File: config.mk
export PLATFORM = sky130hd
export DESIGN_NAME = sram_async_ctrl
export DESIGN_NICKNAME = d
export VERILOG_FILES = /design/src/rtl/sram_ctrl_pkg.sv /design/src/rtl/sram_wait_timer.sv /design/src/rtl/sram_seq_fsm.sv /design/src/rtl/sram_bus_path.sv /design/src/rtl/sram_async_ctrl.sv
export SDC_FILE = /design/constraint.sdc
export NUM_CORES = 1
export LEC_CHECK = 0
export CAP_MARGIN = 20
export CORE_MARGIN = 2
export CORE_UTILIZATION = 61
export DETAILED_ROUTE_END_ITERATION = 12
export DONT_BUFFER_PORTS = 1
export HOLD_SLACK_MARGIN = 0.08
export PLACE_DENSITY_LB_ADDON = 0.12
export REMOVE_ABC_BUFFERS = 1
export SLEW_MARGIN = 20
export SYNTH_ARGS = -nofsm -noshare
export SYNTH_HDL_FRONTEND = slang
export SYNTH_SLANG_ARGS = --single-unit
File: constraint.sdc
create_clock -name clk -period 1.9 [get_ports clk]
set_clock_uncertainty 0.1 [all_clocks]
set_input_delay 0.285 -clock clk [delete_from_list [all_inputs] [get_ports clk]]
set_output_delay 0.285 -clock clk [all_outputs]
set_load 0.01 [all_outputs]
File: src/rtl/sram_ctrl_pkg.sv
package sram_ctrl_pkg;

   typedef enum logic [2:0] {
      ST_IDLE  = 3'd0,
      ST_READ  = 3'd1,
      ST_WRITE = 3'd2,
      ST_WHOLD = 3'd3,
      ST_GAP   = 3'd4
   } seq_state_t;

   function automatic int ceil_div(input int num, input int den);
      return (num + den - 1) / den;
   endfunction

   function automatic int max2(input int a, input int b);
      return (a > b) ? a : b;
   endfunction

   // read strobe window: slowest of address, select and output-enable access
   function automatic int rd_cycles(input int clk_ns, input int t_aa, input int t_acs, input int t_oe);
      return max2(1, max2(ceil_div(t_aa, clk_ns), max2(ceil_div(t_acs, clk_ns), ceil_div(t_oe, clk_ns))));
   endfunction

   // write-enable-low window: pulse width, address/select to end, data setup
   function automatic int wr_cycles(input int clk_ns, input int t_wp, input int t_aw, input int t_cw, input int t_dw);
      return max2(1, max2(max2(ceil_div(t_wp, clk_ns), ceil_div(t_aw, clk_ns)),
                          max2(ceil_div(t_cw, clk_ns), ceil_div(t_dw, clk_ns))));
   endfunction

   // idle cycles after a read: output float time and cycle-time remainder
   function automatic int rd_gap_cycles(input int clk_ns, input int t_rc, input int t_hz, input int rd);
      return max2(ceil_div(t_hz, clk_ns), ceil_div(t_rc, clk_ns) - rd);
   endfunction

   // idle cycles after a write's hold cycle to complete the cycle time
   function automatic int wr_gap_cycles(input int clk_ns, input int t_rc, input int wr);
      return max2(0, ceil_div(t_rc, clk_ns) - wr - 1);
   endfunction

endpackage

File: src/rtl/sram_wait_timer.sv
module sram_wait_timer #(
   parameter int CNT_W = 3
) (
   input  logic             clk,
   input  logic             rst_n,
   input  logic             load,
   input  logic [CNT_W-1:0] load_val,
   output logic             done
);

   logic [CNT_W-1:0] cnt_q;

   always_ff @(posedge clk or negedge rst_n) begin
      if (!rst_n) begin
         cnt_q <= '0;
      end else if (load) begin
         cnt_q <= load_val;
      end else if (cnt_q != '0) begin
         cnt_q <= cnt_q - 1'b1;
      end
   end

   assign done = (cnt_q == '0);

endmodule

File: src/rtl/sram_seq_fsm.sv
module sram_seq_fsm
   import sram_ctrl_pkg::*;
#(
   parameter int RD_CYC = 7,
   parameter int WR_CYC = 7,
   parameter int RD_GAP = 3,
   parameter int WR_GAP = 0,
   parameter int CNT_W  = 3
) (
   input  logic             clk,
   input  logic             rst_n,
   input  logic             req_fire,
   input  logic             req_write,
   input  logic             tmr_done,
   output seq_state_t       state,
   output logic             tmr_load,
   output logic [CNT_W-1:0] tmr_val,
   output logic             capture
);

   seq_state_t       nxt;
   seq_state_t       rd_exit;
   seq_state_t       wr_exit;
   logic [CNT_W-1:0] rd_exit_len;
   logic [CNT_W-1:0] wr_exit_len;

   // the recovery stage exists only when its derived length is non-zero
   if (RD_GAP > 0) begin : g_rd_gap
      assign rd_exit     = ST_GAP;
      assign rd_exit_len = CNT_W'(RD_GAP - 1);
   end else begin : g_rd_direct
      assign rd_exit     = ST_IDLE;
      assign rd_exit_len = '0;
   end

   if (WR_GAP > 0) begin : g_wr_gap
      assign wr_exit     = ST_GAP;
      assign wr_exit_len = CNT_W'(WR_GAP - 1);
   end else begin : g_wr_direct
      assign wr_exit     = ST_IDLE;
      assign wr_exit_len = '0;
   end

   always_comb begin
      nxt      = state;
      tmr_load = 1'b0;
      tmr_val  = '0;
      capture  = 1'b0;
      case (state)
         ST_IDLE: begin
            if (req_fire) begin
               tmr_load = 1'b1;
               if (req_write) begin
                  nxt     = ST_WRITE;
                  tmr_val = CNT_W'(WR_CYC - 1);
               end else begin
                  nxt     = ST_READ;
                  tmr_val = CNT_W'(RD_CYC - 1);
               end
            end
         end
         ST_READ: begin
            if (tmr_done) begin
               capture  = 1'b1;
               nxt      = rd_exit;
               tmr_load = 1'b1;
               tmr_val  = rd_exit_len;
            end
         end
         ST_WRITE: begin
            if (tmr_done) nxt = ST_WHOLD;
         end
         ST_WHOLD: begin
            nxt      = wr_exit;
            tmr_load = 1'b1;
            tmr_val  = wr_exit_len;
         end
         ST_GAP: begin
            if (tmr_done) nxt = ST_IDLE;
         end
         default: nxt = ST_IDLE;
      endcase
   end

   always_ff @(posedge clk or negedge rst_n) begin
      if (!rst_n) state <= ST_IDLE;
      else        state <= nxt;
   end

endmodule

File: src/rtl/sram_bus_path.sv
module sram_bus_path #(
   parameter int ADDR_W = 19,
   parameter int DATA_W = 8
) (
   input  logic              clk,
   input  logic              rst_n,
   input  logic              req_fire,
   input  logic [ADDR_W-1:0] req_addr,
   input  logic [DATA_W-1:0] req_wdata,
   input  logic              capture,
   input  logic [DATA_W-1:0] dq_in,
   output logic [ADDR_W-1:0] addr_q,
   output logic [DATA_W-1:0] wdata_q,
   output logic [DATA_W-1:0] rdata_q,
   output logic              rvalid_q
);

   always_ff @(posedge clk or negedge rst_n) begin
      if (!rst_n) begin
         addr_q  <= '0;
         wdata_q <= '0;
      end else if (req_fire) begin
         addr_q  <= req_addr;
         wdata_q <= req_wdata;
      end
   end

   always_ff @(posedge clk or negedge rst_n) begin
      if (!rst_n) begin
         rdata_q  <= '0;
         rvalid_q <= 1'b0;
      end else begin
         rvalid_q <= capture;
         if (capture) rdata_q <= dq_in;
      end
   end

endmodule

File: src/rtl/sram_async_ctrl.sv
module sram_async_ctrl
   import sram_ctrl_pkg::*;
#(
   parameter int ADDR_W   = 19,
   parameter int DATA_W   = 8,
   parameter int CLK_NS   = 10,
   parameter int T_RC_NS  = 70,
   parameter int T_AA_NS  = 70,
   parameter int T_ACS_NS = 70,
   parameter int T_OE_NS  = 35,
   parameter int T_HZ_NS  = 25,
   parameter int T_WP_NS  = 50,
   parameter int T_AW_NS  = 65,
   parameter int T_CW_NS  = 60,
   parameter int T_DW_NS  = 30
) (
   input  logic              clk,
   input  logic              rst_n,
   input  logic              req_valid,
   output logic              req_ready,
   input  logic              req_write,
   input  logic [ADDR_W-1:0] req_addr,
   input  logic [DATA_W-1:0] req_wdata,
   output logic              rsp_valid,
   output logic [DATA_W-1:0] rsp_rdata,
   output logic [ADDR_W-1:0] sram_addr,
   output logic              sram_cs_n,
   output logic              sram_oe_n,
   output logic              sram_we_n,
   output logic [DATA_W-1:0] sram_dq_o,
   output logic              sram_dq_oe,
   input  logic [DATA_W-1:0] sram_dq_i
);

   localparam int RD_CYC  = rd_cycles(CLK_NS, T_AA_NS, T_ACS_NS, T_OE_NS);
   localparam int WR_CYC  = wr_cycles(CLK_NS, T_WP_NS, T_AW_NS, T_CW_NS, T_DW_NS);
   localparam int RD_GAP  = rd_gap_cycles(CLK_NS, T_RC_NS, T_HZ_NS, RD_CYC);
   localparam int WR_GAP  = wr_gap_cycles(CLK_NS, T_RC_NS, WR_CYC);
   localparam int CNT_MAX = max2(max2(RD_CYC, WR_CYC), max2(RD_GAP, WR_GAP));
   localparam int CNT_W   = (CNT_MAX < 2) ? 1 : $clog2(CNT_MAX);

   initial begin
      assert (CLK_NS > 0) else $error("clock period must be positive");
      assert (ADDR_W > 0 && DATA_W > 0) else $error("bus widths must be positive");
      assert (T_RC_NS > 0 && T_AA_NS > 0 && T_WP_NS > 0) else $error("timing limits must be positive");
   end

   seq_state_t       state;
   logic             req_fire;
   logic             tmr_load;
   logic [CNT_W-1:0] tmr_val;
   logic             tmr_done;
   logic             capture;
   logic [DATA_W-1:0] wdata_q;

   assign req_ready = (state == ST_IDLE);
   assign req_fire  = req_valid && req_ready;

   sram_seq_fsm #(
      .RD_CYC (RD_CYC),
      .WR_CYC (WR_CYC),
      .RD_GAP (RD_GAP),
      .WR_GAP (WR_GAP),
      .CNT_W  (CNT_W)
   ) u_fsm (
      .clk       (clk),
      .rst_n     (rst_n),
      .req_fire  (req_fire),
      .req_write (req_write),
      .tmr_done  (tmr_done),
      .state     (state),
      .tmr_load  (tmr_load),
      .tmr_val   (tmr_val),
      .capture   (capture)
   );

   sram_wait_timer #(
      .CNT_W (CNT_W)
   ) u_timer (
      .clk      (clk),
      .rst_n    (rst_n),
      .load     (tmr_load),
      .load_val (tmr_val),
      .done     (tmr_done)
   );

   sram_bus_path #(
      .ADDR_W (ADDR_W),
      .DATA_W (DATA_W)
   ) u_bus (
      .clk       (clk),
      .rst_n     (rst_n),
      .req_fire  (req_fire),
      .req_addr  (req_addr),
      .req_wdata (req_wdata),
      .capture   (capture),
      .dq_in     (sram_dq_i),
      .addr_q    (sram_addr),
      .wdata_q   (wdata_q),
      .rdata_q   (rsp_rdata),
      .rvalid_q  (rsp_valid)
   );

   assign sram_dq_o = wdata_q;

   // strobe decode straight from the registered sequence state
   always_comb begin
      sram_cs_n  = 1'b1;
      sram_oe_n  = 1'b1;
      sram_we_n  = 1'b1;
      sram_dq_oe = 1'b0;
      case (state)
         ST_READ: begin
            sram_cs_n = 1'b0;
            sram_oe_n = 1'b0;
         end
         ST_WRITE: begin
            sram_cs_n  = 1'b0;
            sram_we_n  = 1'b0;
            sram_dq_oe = 1'b1;
         end
         ST_WHOLD: begin
            sram_cs_n  = 1'b0;
            sram_dq_oe = 1'b1;
         end
         default: ;
      endcase
   end

endmodule

==> results of run 1 <==
==> logic make-up after synthesis <==
family | count (synthesis) | share of synthesized area, %
AO/OA/AOI/OAI | 10 | 3.922
adder cells (fa/ha/maj) | 2 | 1.400
buffers and inverters | 11 | 4.411
flip-flops | 42 | 58.82
multiplexers | 35 | 23.74
AND/OR/NAND/NOR | 21 | 7.703
==> per-stage QoR <==
stage          cell area, µm²  power (mW)  utilization (%)  TNS, ps
2_1_floorplan            1723       2.789                -    -5983
3_3_place_gp             1812       3.059            65.14        0
3_5_place_dp             1812       3.129            65.14        0
4_1_cts                  2267       3.657            81.51        0
5_1_grt                  2275       3.900            81.78        0
6_report                 2275       3.699            81.78        0
==> power breakdown <==
group          total [mW]  internal [mW]  switching [mW]  leakage [nW]
clock network       0.438          0.146           0.292        0.0322
registers            1.91           1.35           0.556         0.499
logic                1.36          0.806           0.549         0.489
total                3.70           2.30            1.40          1.02
==> timing repair <==
action / 4_1_cts / 5_1_grt
buffers inserted: 0 / 0
hold buffers: 39 / 0
hold endpoints to repair: 80 / 0
endpoints found under the setup margin: 0 / 9
gates resized for setup: 0 / 2
==> per-layer routing <==
layer	part of all wire (%)	vias up	routed length, µm	track usage (%)
met1	38	575	1436	27.47
met3	7.1	4	272	8.036
met4	0.79	0	30	9.967
met2	54	51	2068	41.56
li1	-	508	-	-
met5	0	-	0	0
==> layout make-up <==
| type | count | share of cell area, % |
|---|---|---|
| clock buffers | 6 | 1.815 |
| repair buffers | 44 | 19.80 |
| well taps | 31 | 1.705 |
| flip-flops and latches | 42 | 46.20 |
| multi-input cells | 68 | 29.21 |
| clock inverters | 2 | 0.6051 |
| inverters | 4 | 0.6601 |
==> worst reg2reg max path, cell delays in order, from the launching register on <==
cell and delay, ps:
dfrtp_1 530, nor3_4 240, and2_1 200, buf_12 200, mux2_2 380
==> worst max path at each step <==
stage,endpoint,slack [ps],depth (start not counted)
after floorplan,u_bus.addr_q[0],-220,3
after global placement,u_bus.rdata_q[3],100,5
after detailed placement,u_bus.rdata_q[7],30,5
after CTS,sram_oe_n,1,2
after global routing,sram_oe_n,30,2
final,sram_oe_n,100,2
==> registers in the layout (all words and copies together), names as in the netlist <==
register / flops
u_bus.addr_q: 19
u_bus.rdata_q: 8
u_bus.wdata_q: 8
u_fsm.state: 3
u_timer.cnt_q: 3
u_bus.rvalid_q: 1
==> layout by cell type, fill, tap and decap left out, types with 2 or more instances in the layout <==
| cell | instances |
|---|---|
| ha_1 | 2 |
| buf_4 | 4 |
| mux2_4 | 8 |
| clkbuf_4 | 5 |
| dlygate4sd3_1 | 38 |
| nor2b_1 | 2 |
| dfrtp_1 | 42 |
| mux2_2 | 27 |
| nor3_1 | 2 |
| a21oi_1 | 3 |
| nand2b_1 | 2 |
| nand2_1 | 4 |
| inv_1 | 4 |
| and2_1 | 2 |
| buf_12 | 2 |
==> flow_metrics.tcl, run 1 <==
set metrics [dict create \
    yosysMostFrequentCell "dfrtp_1" \
    critPathMaxStageDelay_ps 580 \
    layout_setup_ws_ps 104.4 \
    drt-initial-drc-count 42 \
    regToRegEndpoint "u_bus.addr_q[14]" \
    crit_path_top_delay_cell "dfrtp_1" \
    netlist_top_cells_area "dfrtp_1, mux2_2, mux2_4" \
    cp-startpoint "u_fsm.state[0]" \
    fp.dieH_um 58.12 \
    antenna_found_initial 0 \
    crit_path_max_fanout 9 \
    cts_buffer_depth 2 \
    fin_cells 197 \
    io_buffers 0 \
    num-fill-cells 159 \
    worstHoldPathType "in -> reg" \
    std_cell_rows 19 \
    hold_start "req_write" \
    cpLargestDelayFamily "flip-flops" \
    r2r_slack_ps 150 \
    coreArea_mm2 0.002781 \
    async_flop_share_pct 100.0 \
    grt_util_all_layers_pct 24.10 \
    drive_gt1_share_pct 31.93 \
    rsz0062_at_grt "false" \
    synth.distinct_cells 29 \
    netlist_area_mm2 0.001787 \
    dieWidth_um 58.12 \
    status "complete, no violations" \
    gp_congestion 0.7473 \
    reg2reg_depth 4 \
    ys.flop_type "dfrtp_1" \
    yosys_warnings 0 \
    required_ps 1510 \
    num_antenna_cells 0 \
    arrival_ps 1410 \
    ys_seq_elements 42 \
    cts_tree "yes" \
    final_hold_viol_count 0 \
    synth.top_cell.area_share_pct 58.82 \
    grt_max_degree 43 \
    critPathLaunchType "flip-flop" \
    yosys.area.top_type "dfrtp_1" \
    holdWs_ps 169.2 \
    viasPerCell 5.777 \
    syn_avg_cell_area_um2 14.77 \
    dp.cells 150 \
    routed_wl_um 3807 \
    path_buf_inv 0 \
    syn_inst 121 \
    drcViolationCount 0 \
    setup_viol 0 \
    pre_cts_slack_ps 30.56 \
    period_needed_ps 1796 \
    holdPathStages 3 \
    ir_drop_mv 1.268 \
    maxSlewHeadroom_pct 73.36 \
    antenna_left 0 \
    crit_type "reg -> out" \
    min_to "u_fsm.state[0]" \
    clock_latency_ps 350 \
    vias 1138 \
    dr.pass1.iters 4 \
    synth_edf_count 0 \
    multi_input_area_um2 664.4 \
    cts-buffers-inserted 5 \
    wl_per_cell_um 19.32 \
    fin_nets 206 \
    die-area_mm2 0.003378 \
    regArea_mm2 0.001051 \
    synth-seq-area-share_pct 58.82 \
    r2r_start "u_fsm.state[0]" \
    grt_pass1_vias 1172 \
    tightest_slew_ps 389.6 \
    syn_to_final_growth_pct 27.31 \
    synthTopCellsByCount "dfrtp_1, mux2_2, mux2_4" \
    static-leakage-power_nw 1.019 \
    start_util_pct 64.24 \
    worst_setup_path_end_kind "primary output" \
    period_share_pct 94.50 \
    clock-sinks 42 \
    slew_violations 0 \
    cp_cell_sequence "nor2b_2 > nand2b_1" \
    cts-root-buf "clkbuf_4" \
    htreeDepth 2 \
    overflow 0 \
    io_pins 80 \
    clk_pin_slew_ps 120 \
    drv_cap 0 \
    powerDensity_mw_per_mm2 1626 \
    grt_pass1_wl_um 5761 \
    dp_hpwl_um 2079 \
    clock.fmax_mhz 556.9 \
]
(Power assumes the default switching activity.)
==> run 2: changes to the inputs <==
--- a/config.mk
+++ b/config.mk
@@ -6,7 +6,6 @@
 export NUM_CORES = 1
 export LEC_CHECK = 0
 export CAP_MARGIN = 20
-export CORE_MARGIN = 2
 export CORE_UTILIZATION = 61
 export DETAILED_ROUTE_END_ITERATION = 12
 export DONT_BUFFER_PORTS = 1
==> run 2 against run 1 <==
Against the previous run:
- first-iteration DRC count down 36%
- critical path depth stayed put
- maximum frequency decreased by 1.3%
- sequential cell count did not move
- count of clock-buffer cells in the layout is 1 lower
- total power rose by 7.1%
- die area decreased by 6.8%
- worst hold slack worse by 13 ps
- non-clock buffer count unchanged
- combinational power about the same
- via count is 0.70% higher
- sequential share of layout area decreased by 1.0 points
- critical endpoint unchanged
- largest power group unchanged
- highest routed layer unchanged
==> flow_metrics.tcl, run 2 (synthesis results as in run 1) <==
set metrics [dict create \
    status "complete, no violations" \
    antenna_found_initial 0 \
    required_ps 1510 \
    crit_path_top_delay_cell "dfrtp_1" \
    cts_setup_buffers 0 \
    final_hold_viol_count 0 \
    arrival_ps 1430 \
    fp.dieH_um 56.12 \
    syn_to_final_growth_pct 30.18 \
    powerDensity_mw_per_mm2 1703 \
    critPathMaxStageDelay_ps 590 \
    gp_congestion 0.8066 \
    layout_commonest_cell "dfrtp_1" \
    worstHoldPathType "in -> reg" \
    grt_pass1_vias 1226 \
    crit_path_max_fanout 9 \
    layout_setup_ws_ps 81.08 \
    wl_per_cell_um 19.26 \
    htreeDepth 2 \
    ir_drop_mv 1.657 \
    holdWs_ps 156.2 \
    cts-root-buf "clkbuf_4" \
    slew_violations 0 \
    clock.fmax_mhz 549.8 \
    io_buffers 0 \
    coreArea_mm2 0.002758 \
    clock-sinks 42 \
    io_pins 80 \
    drv_cap 0 \
    crit_type "reg -> out" \
    clk_pin_slew_ps 120 \
    pre_cts_slack_ps -5.141 \
    die-area_mm2 0.003149 \
    critPathLaunchType "flip-flop" \
    rsz0062_at_grt "false" \
    drt-initial-drc-count 27 \
    setup_viol 0 \
    cts_buffer_depth 2 \
    drcViolationCount 0 \
    grt_util_all_layers_pct 26.12 \
    grt_max_degree 43 \
    maxSlewHeadroom_pct 75.83 \
    cts_tree "yes" \
    dp_hpwl_um 2061 \
    viasPerCell 5.817 \
    vias 1146 \
    dr.pass1.iters 2 \
    std_cell_rows 19 \
    clock_latency_ps 350 \
    cts-buffers-inserted 5 \
    period_needed_ps 1819 \
    start_util_pct 64.79 \
    num_antenna_cells 0 \
    cp_cell_sequence "nor2b_2 > nand2b_1" \
    fin_nets 206 \
    worst_setup_path_end_kind "primary output" \
    final_cell_mix "dfrtp_1, dlygate4sd3_1, mux2_2" \
    period_share_pct 95.73 \
    grt_pass1_wl_um 6065 \
    tightest_slew_ps 353.4 \
    dieWidth_um 56.12 \
    overflow 0 \
    drive_gt1_share_pct 32.53 \
    largestRegisters "u_bus.addr_q x19, u_bus.rdata_q x8, u_bus.wdata_q x8" \
    top_register "u_bus.addr_q" \
    routed_wl_um 3795 \
    antenna_left 0 \
    largest_register_ffs 19 \
    static-leakage-power_nw 1.043 \
]
run 2: changes by cell type in the layout (fill, tap and decap cells not counted), sizes merged:
cell | before | now
bufinv | 0 | 2
clkbuf | 6 | 5
clkinv | 2 | 1
run 2: final timing paths:
kind	end	from	depth (start not counted)	slack [ps]
max	sram_oe_n	u_fsm.state[0]	2	80
min	u_fsm.state[0]	req_valid	2	160
max reg2reg	u_bus.addr_q[17]	u_fsm.state[0]	4	150
min reg2reg	u_timer.cnt_q[0]	u_timer.cnt_q[0]	2	470
max in group asynchronous	u_bus.addr_q[6]	rst_n	2	1220
min in group asynchronous	u_bus.addr_q[9]	rst_n	2	290
run 2: per-stage QoR:
| stage | setup TNS [ps] | area (µm²) | util, % | std cells | power, mW |
|---|---|---|---|---|---|
| floorplan | -5983 | 1723 | - | 114 | 2.789 |
| global placement | 0 | 1812 | 65.70 | 150 | 3.054 |
| detailed placement | -7.511 | 1812 | 65.70 | 150 | 3.134 |
| CTS | 0 | 2326 | 84.35 | 197 | 3.928 |
| global route | 0 | 2326 | 84.35 | 197 | 4.186 |
| finish | 0 | 2326 | 84.35 | 197 | 3.962 |
run 2: power breakdown:
part           switching [mW]  internal [mW]
Clock                   0.287          0.412
Combinational           0.541          0.807
Sequential              0.565           1.35
Total                    1.39           2.57
run 2: cell type report:
class,instances,area [µm²]
multi-input combinational,68,664.4
sequential,42,1051
tap,31,38.79
clock inverter,3,68.82
inverter,4,15.01
timing repair buffer,44,450.4
fill,133,431.7
clock buffer,5,37.54
run 2: layer usage:
| layer | GRT usage [%] | wire length [µm] |
|---|---|---|
| met3 | 9.302 | 340 |
| met2 | 45.07 | 1983 |
| met5 | 0 | 0 |
| met4 | 9.059 | 55 |
| met1 | 30.06 | 1416 |
run 2: what timing repair did:
action / in CTS / in global routing
hold endpoints to repair: 81 / 0
resized for setup: 2 / 0
endpoints found under the setup margin: 9 / 0
hold buffers: 39 / 0
run 2: critical path: cells and delay by family, from the launching register on:
| family | cells | cell delay, ps |
|---|---|---|
| DFF | 1 | 590 |
| and+or+nand+nor | 2 | 500 |
